## src/rtl/irq_seq_pkg.sv

```systemverilog
package irq_seq_pkg;

    typedef enum logic [3:0] {
        ST_IDLE,
        ST_PCL,
        ST_PCH,
        ST_XR,
        ST_AR,
        ST_CCR,
        ST_MASK,
        ST_VHI,
        ST_VLO,
        ST_DONE
    } seq_state_t;

    localparam logic [2:0] SEL_PCL = 3'd0;
    localparam logic [2:0] SEL_PCH = 3'd1;
    localparam logic [2:0] SEL_X   = 3'd2;
    localparam logic [2:0] SEL_A   = 3'd3;
    localparam logic [2:0] SEL_CCR = 3'd4;

endpackage

```

## src/rtl/irq_req_select.sv

```systemverilog
module irq_req_select #(
    parameter int NSRC  = 8,
    parameter int IDX_W = (NSRC > 1) ? $clog2(NSRC) : 1
) (
    input  logic [NSRC-1:0]  flag,
    input  logic [NSRC-1:0]  en,
    output logic             any,
    output logic [IDX_W-1:0] idx
);

    logic [NSRC-1:0] active;

    assign active = flag & en;

    // Ascending scan: the last hit is the highest index, which wins.
    always_comb begin
        any = 1'b0;
        idx = '0;
        for (int i = 0; i < NSRC; i++) begin
            if (active[i]) begin
                any = 1'b1;
                idx = IDX_W'(i);
            end
        end
    end

    always_comb begin
        if (any) begin

            grant_valid_chk: assert (flag[idx] && en[idx]);
            for (int j = 0; j < NSRC; j++) begin
                if (j > int'(idx)) begin

                    top_rank_chk: assert (!(flag[j] && en[j]));
                end
            end
        end else begin

            none_idle_chk: assert ((flag & en) == '0);
        end
    end

endmodule

```

## src/rtl/irq_vec_addr.sv

```systemverilog
module irq_vec_addr #(
    parameter int               NSRC    = 8,
    parameter int               IDX_W   = (NSRC > 1) ? $clog2(NSRC) : 1,
    parameter int               ADDR_W  = 16,
    parameter logic [ADDR_W-1:0] VEC_TOP = 16'hFFFE
) (
    input  logic [IDX_W-1:0]  idx,
    input  logic              lo_byte,
    output logic [ADDR_W-1:0] addr
);

    localparam logic [ADDR_W-1:0] TOP_RANK = ADDR_W'(NSRC - 1);

    logic [ADDR_W-1:0] rank;
    logic [ADDR_W-1:0] slot;

    // Highest index sits at the top slot; each lower rank is two bytes below.
    always_comb begin
        rank = TOP_RANK - ADDR_W'(idx);
        slot = VEC_TOP - (rank << 1);
        addr = slot + ADDR_W'(lo_byte);
    end

endmodule

```

## src/rtl/irq_entry_fsm.sv

```systemverilog
module irq_entry_fsm
    import irq_seq_pkg::*;
#(
    parameter int IDX_W = 3
) (
    input  logic             clk,
    input  logic             rst_n,
    input  logic             req_any,
    input  logic [IDX_W-1:0] req_idx,
    input  logic             insn_done,
    input  logic             mask_clr,
    input  logic [7:0]       vec_data,
    output logic             gmask,
    output logic             busy,
    output logic             stk_we,
    output logic [2:0]       stk_sel,
    output logic             vec_rd,
    output logic             vec_lo,
    output logic             done,
    output logic [15:0]      svc_addr,
    output logic [IDX_W-1:0] lat_idx
);

    seq_state_t st, nxt;
    logic       take;
    logic [7:0] hi_q;

    assign take = req_any && !gmask && insn_done;

    // State register
    always_ff @(posedge clk or negedge rst_n) begin
        if (!rst_n) st <= ST_IDLE;
        else        st <= nxt;
    end

    // Next state
    always_comb begin
        nxt = st;
        unique case (st)
            ST_IDLE: if (take) nxt = ST_PCL;
            ST_PCL:  nxt = ST_PCH;
            ST_PCH:  nxt = ST_XR;
            ST_XR:   nxt = ST_AR;
            ST_AR:   nxt = ST_CCR;
            ST_CCR:  nxt = ST_MASK;
            ST_MASK: nxt = ST_VHI;
            ST_VHI:  nxt = ST_VLO;
            ST_VLO:  nxt = ST_DONE;
            ST_DONE: nxt = ST_IDLE;
            default: nxt = ST_IDLE;
        endcase
    end

    // Outputs
    always_comb begin
        stk_we  = 1'b0;
        stk_sel = SEL_PCL;
        vec_rd  = 1'b0;
        vec_lo  = 1'b0;
        done    = 1'b0;
        unique case (st)
            ST_PCL:  begin stk_we = 1'b1; stk_sel = SEL_PCL; end
            ST_PCH:  begin stk_we = 1'b1; stk_sel = SEL_PCH; end
            ST_XR:   begin stk_we = 1'b1; stk_sel = SEL_X;   end
            ST_AR:   begin stk_we = 1'b1; stk_sel = SEL_A;   end
            ST_CCR:  begin stk_we = 1'b1; stk_sel = SEL_CCR; end
            ST_VHI:  begin vec_rd = 1'b1; end
            ST_VLO:  begin vec_rd = 1'b1; vec_lo = 1'b1; end
            ST_DONE: begin done = 1'b1; end
            default: ;
        endcase
    end

    assign busy = (st != ST_IDLE);

    // Mask, latched source and vector bytes
    always_ff @(posedge clk or negedge rst_n) begin
        if (!rst_n) begin
            gmask    <= 1'b1;
            lat_idx  <= '0;
            hi_q     <= '0;
            svc_addr <= '0;
        end else begin
            if (st == ST_IDLE && take)     lat_idx <= req_idx;
            if (st == ST_MASK)             gmask   <= 1'b1;
            else if (st == ST_IDLE && mask_clr) gmask <= 1'b0;
            if (st == ST_VHI)              hi_q     <= vec_data;
            if (st == ST_VLO)              svc_addr <= {hi_q, vec_data};
        end
    end


    entry_gate_chk: assert property (@(posedge clk) disable iff (!rst_n)
        $rose(busy) |-> $past(!gmask && insn_done && req_any));


    stack_start_chk: assert property (@(posedge clk) disable iff (!rst_n)
        $rose(busy) |-> (stk_we && stk_sel == SEL_PCL));


    stack_step_chk: assert property (@(posedge clk) disable iff (!rst_n)
        (stk_we && stk_sel != SEL_CCR) |=> (stk_we && stk_sel == $past(stk_sel) + 3'd1));


    mask_open_stack_chk: assert property (@(posedge clk) disable iff (!rst_n)
        stk_we |-> !gmask);


    mask_shut_vec_chk: assert property (@(posedge clk) disable iff (!rst_n)
        vec_rd |-> gmask);


    done_after_low_chk: assert property (@(posedge clk) disable iff (!rst_n)
        done |-> $past(vec_rd && vec_lo));


    latch_hold_chk: assert property (@(posedge clk) disable iff (!rst_n)
        (busy && $past(busy)) |-> $stable(lat_idx));


    mask_no_fall_busy_chk: assert property (@(posedge clk) disable iff (!rst_n)
        ($past(busy) && busy) |-> !$fell(gmask));

endmodule

```

## src/rtl/irq_entry_seq.sv

```systemverilog
module irq_entry_seq #(
    parameter int                NSRC    = 8,
    parameter int                IDX_W   = (NSRC > 1) ? $clog2(NSRC) : 1,
    parameter int                ADDR_W  = 16,
    parameter logic [ADDR_W-1:0] VEC_TOP = 16'hFFFE
) (
    input  logic              clk,
    input  logic              rst_n,
    input  logic [NSRC-1:0]   irq_flag,
    input  logic [NSRC-1:0]   irq_en,
    input  logic              insn_done,
    input  logic              mask_clr,
    input  logic [7:0]        vec_data,
    output logic              gmask,
    output logic              busy,
    output logic              stk_we,
    output logic [2:0]        stk_sel,
    output logic              vec_rd,
    output logic [ADDR_W-1:0] vec_addr,
    output logic              done,
    output logic [15:0]       svc_addr,
    output logic [IDX_W-1:0]  src_idx
);

    logic             req_any;
    logic [IDX_W-1:0] req_idx;
    logic             vec_lo;

    irq_req_select #(
        .NSRC  (NSRC),
        .IDX_W (IDX_W)
    ) u_sel (
        .flag (irq_flag),
        .en   (irq_en),
        .any  (req_any),
        .idx  (req_idx)
    );

    irq_entry_fsm #(
        .IDX_W (IDX_W)
    ) u_fsm (
        .clk       (clk),
        .rst_n     (rst_n),
        .req_any   (req_any),
        .req_idx   (req_idx),
        .insn_done (insn_done),
        .mask_clr  (mask_clr),
        .vec_data  (vec_data),
        .gmask     (gmask),
        .busy      (busy),
        .stk_we    (stk_we),
        .stk_sel   (stk_sel),
        .vec_rd    (vec_rd),
        .vec_lo    (vec_lo),
        .done      (done),
        .svc_addr  (svc_addr),
        .lat_idx   (src_idx)
    );

    irq_vec_addr #(
        .NSRC    (NSRC),
        .IDX_W   (IDX_W),
        .ADDR_W  (ADDR_W),
        .VEC_TOP (VEC_TOP)
    ) u_vec (
        .idx     (src_idx),
        .lo_byte (vec_lo),
        .addr    (vec_addr)
    );

endmodule

```

## config.mk

```make
export PLATFORM = sky130hd
export DESIGN_NAME = irq_entry_seq
export DESIGN_NICKNAME = d
export VERILOG_FILES = /design/src/rtl/irq_seq_pkg.sv /design/src/rtl/irq_req_select.sv /design/src/rtl/irq_vec_addr.sv /design/src/rtl/irq_entry_fsm.sv /design/src/rtl/irq_entry_seq.sv
export SDC_FILE = /design/constraint.sdc
export NUM_CORES = 1
export LEC_CHECK = 0
export BUFFER_PORTS_ARGS = -buffer_cell sky130_fd_sc_hd__buf_2
export CAP_MARGIN = 25
export CORE_ASPECT_RATIO = 2
export CORE_MARGIN = 4
export CORE_UTILIZATION = 50
export DETAILED_ROUTE_END_ITERATION = 8
export PLACE_DENSITY = 0.8
export SYNTH_ARGS = -nofsm -noshare
export SYNTH_HDL_FRONTEND = slang
export SYNTH_SLANG_ARGS = --single-unit
export TNS_END_PERCENT = 20
```

## constraint.sdc

```tcl
create_clock -name clk -period 4 [get_ports clk]
set_clock_uncertainty 0.2 [all_clocks]
set_input_delay 0.8 -clock clk [delete_from_list [all_inputs] [get_ports clk]]
set_output_delay 0.8 -clock clk [all_outputs]
set_load 0.005 [all_outputs]
```

==> metrics.txt <==
share of cells above drive strength 1=0.535; Final Net Count=212; placed cell areas=0.00182 mm2; FF+latch count, synth=32; Final setup viols=0; sequential fraction of the synthesis area=0.494; commonest cells in the netlist=dfrtp_1, mux2_2, buf_4, nand2_1, mux2_4; final core utilization=0.618; Setup TNS=0 ns; GRT Total Usage=0.163; Iteration-0 DRC Markers=11; initial antenna violation count=0; syn_area_per_cell=roughly 13 um2; Lkg Pwr=0.981 nW; Comb pwr share=0.361; Crit path arrival time=1.69 ns; die width=between 40 and 50 um; total number of vias=between 1,000 and 1,500; worst setup margin=1.31 ns; clock share of power=0.220; most common cell in the netlist=dfrtp_1; Synth area leader=dfrtp_1; DRC violations left=0; pin count of the biggest net entering global routing=33; Synth top area share=0.478; Placed Cells=208; die area=around 0.0043 mm2; crit share post-route=0.673; post_cts resized=0; routability cong.=0.746; area grow syn2layout=20.2%; cell area after synthesis=around 0.0016 mm2; Chip Height=88.6 um; CTS root buffer=clkbuf_8; crit-path max FO=13; Power per Cell Area=782 mW/mm2; Hold Buf Count CTS=0; Setup crit end kind=primary output; via-per-instance ratio=roughly 5.3; final worst path period need=approximately 2.7 ns; CTS clk-pin slew, worst paths=0.07 ns; Min Hold Slack=about 0.30 ns; Required @ worst endpoint=3.00 ns; Crit Path Class=reg -> out; Hold Crit Class=reg -> reg; Clock Latency Late Sink=0.29 ns; predominant post-synthesis flop cell=dfrtp_1; Pins Over Slew Limit=0; DRT Pass-1 Iters=3; Seq pwr share=0.420; VDD IR max=0.451 mV; endpoints failing hold=0; Synth area leaders=dfrtp_1, mux2_2, mux2_4; io pins=71; critical path startpoint category=register; Overall Power=1.53 mW; pre-CTS WS=1.63 ns; NetSw=0.486 mW; Design Area, Final=0.00195 mm2; Internal=1.04 mW; global route overflow=0; Max-Cap Viols=0; CTS tree=done; Worst Max-Slew Pin Slew=approximately 0.69 ns; fmax=0.372 GHz; Final HPWL DP=around 2.4 mm; unrepaired setup endpoints after global routing=false; clk sinks=32; EDFF count, synth=0; Post-Syn Instances=129; outcome=finished clean; TritonCTS Buffers=5; Switching Share=0.318; CTS H-tree depth=2; slew margin rel.=0.538; first-pass GRT wire length=4.79 mm; Cell Rows=29; Post-synth ARST share=1.00; Routed Antenna Nets=0; CTS max path bufs=2; initial core utilization=0.514; Synth Warn #=0; PortBufs=58; postcts setup bufs=0; final cell count without fillers=216; Yosys cell types=30; WL final=3.17 mm; post-DR wirelength/cell=14.7 um; vias in the first global route=between 1,000 and 1,500; Core Footprint=between 0.003 and 0.004 mm2; antenna diode count=0
-- power groups by stage --
| stage | clock network [mW] | logic [mW] | registers (mW) |
|---|---|---|---|
| 5_1_grt | 0.359 | 0.616 | 0.667 |
| 4_1_cts | 0.342 | 0.564 | 0.645 |
| 6_report | 0.335 | 0.550 | 0.640 |
| 3_5_place_dp | 0 | 0.557 | 0.651 |
| 2_1_floorplan | 0 | 0.426 | 0.595 |
| 3_3_place_gp | 0 | 0.538 | 0.636 |
-- final timing paths --
check	start	slack, ns	cells after the start	end
min in group asynchronous	rst_n	0.35	1	u_fsm.svc_addr[0]
max in group asynchronous	rst_n	2.79	1	u_fsm.svc_addr[2]
min	u_fsm.hi_q[0]	0.30	1	u_fsm.svc_addr[8]
max reg2reg	u_fsm.st[1]	2.10	4	u_fsm.svc_addr[3]
max	u_fsm.st[0]	1.31	4	stk_sel[1]
min reg2reg	u_fsm.hi_q[0]	0.30	1	u_fsm.svc_addr[8]
-- final cells by class --
| class | count | area (um2) |
|---|---|---|
| flip-flops and latches | 32 | 802 |
| clock buffers | 7 | 96.3 |
| clock inverters | 1 | 30.0 |
| repair buffers | 58 | 290 |
| fillers | 270 | 1210 |
| multi-input cells | 86 | 689 |
| well taps | 31 | 38.8 |
| inverters | 1 | 3.75 |
-- routing by layer --
layer	vias to the layer above	share of wire	track usage
met5	-	0	0
li1	533	-	-
met2	55	0.53	0.276
met3	6	0.11	0.0652
met4	0	0.021	0.0809
met1	543	0.34	0.161
-- state kept, by name (all words and copies together), names as in the netlist --
signal and count:
u_fsm.svc_addr 16, u_fsm.hi_q 8, u_fsm.st 4, u_fsm.lat_idx 3, u_fsm.gmask 1
-- critical path, cell delays in order (launching register included) --
cell,delay [ns]
dfrtp_1,0.70
nand2_1,0.17
or2_0,0.26
a21oi_1,0.13
buf_2,0.13
-- cells by family (layout without fill, tap and decap cells) --
group / Yosys count / in the layout / share of synthesized area
other: 1 / 12 / 0.00231
buffers and inverters: 22 / 67 / 0.106
multiplexers: 27 / 27 / 0.208
XOR/XNOR: 2 / 2 / 0.0108
AND/OR/NAND/NOR: 28 / 28 / 0.112
flip-flops: 32 / 32 / 0.494
AO/OA/AOI/OAI: 17 / 17 / 0.0663
-- cells in the final DEF (no fill, tap or decap) --
cell type | Yosys | routed
nor2_1 | 3 | 3
xnor2_1 | 2 | 2
nand3b_1 | 1 | 1
mux2_4 | 9 | 9
dfstp_2 | 1 | 1
a211oi_1 | 2 | 2
dfrtp_1 | 31 | 31
nor2_8 | 1 | 1
nor2_2 | 1 | 1
nor3_1 | 3 | 3
and3_1 | 1 | 1
nand4b_4 | 1 | 1
a22oi_1 | 4 | 4
or2_0 | 1 | 1
buf_2 | 2 | 58
clkbuf_8 | 0 | 7
bufinv_16 | 0 | 1
mux2_2 | 18 | 18
nor2_4 | 1 | 1
a32oi_1 | 2 | 2
inv_1 | 1 | 1
o21ai_0 | 4 | 4
nand2_4 | 1 | 1
nand2_1 | 10 | 10
nor2b_1 | 2 | 2
a21oi_1 | 5 | 5
nand4_1 | 2 | 2
conb_1 | 1 | 12
Note: power is estimated with default switching activity, not from simulation.
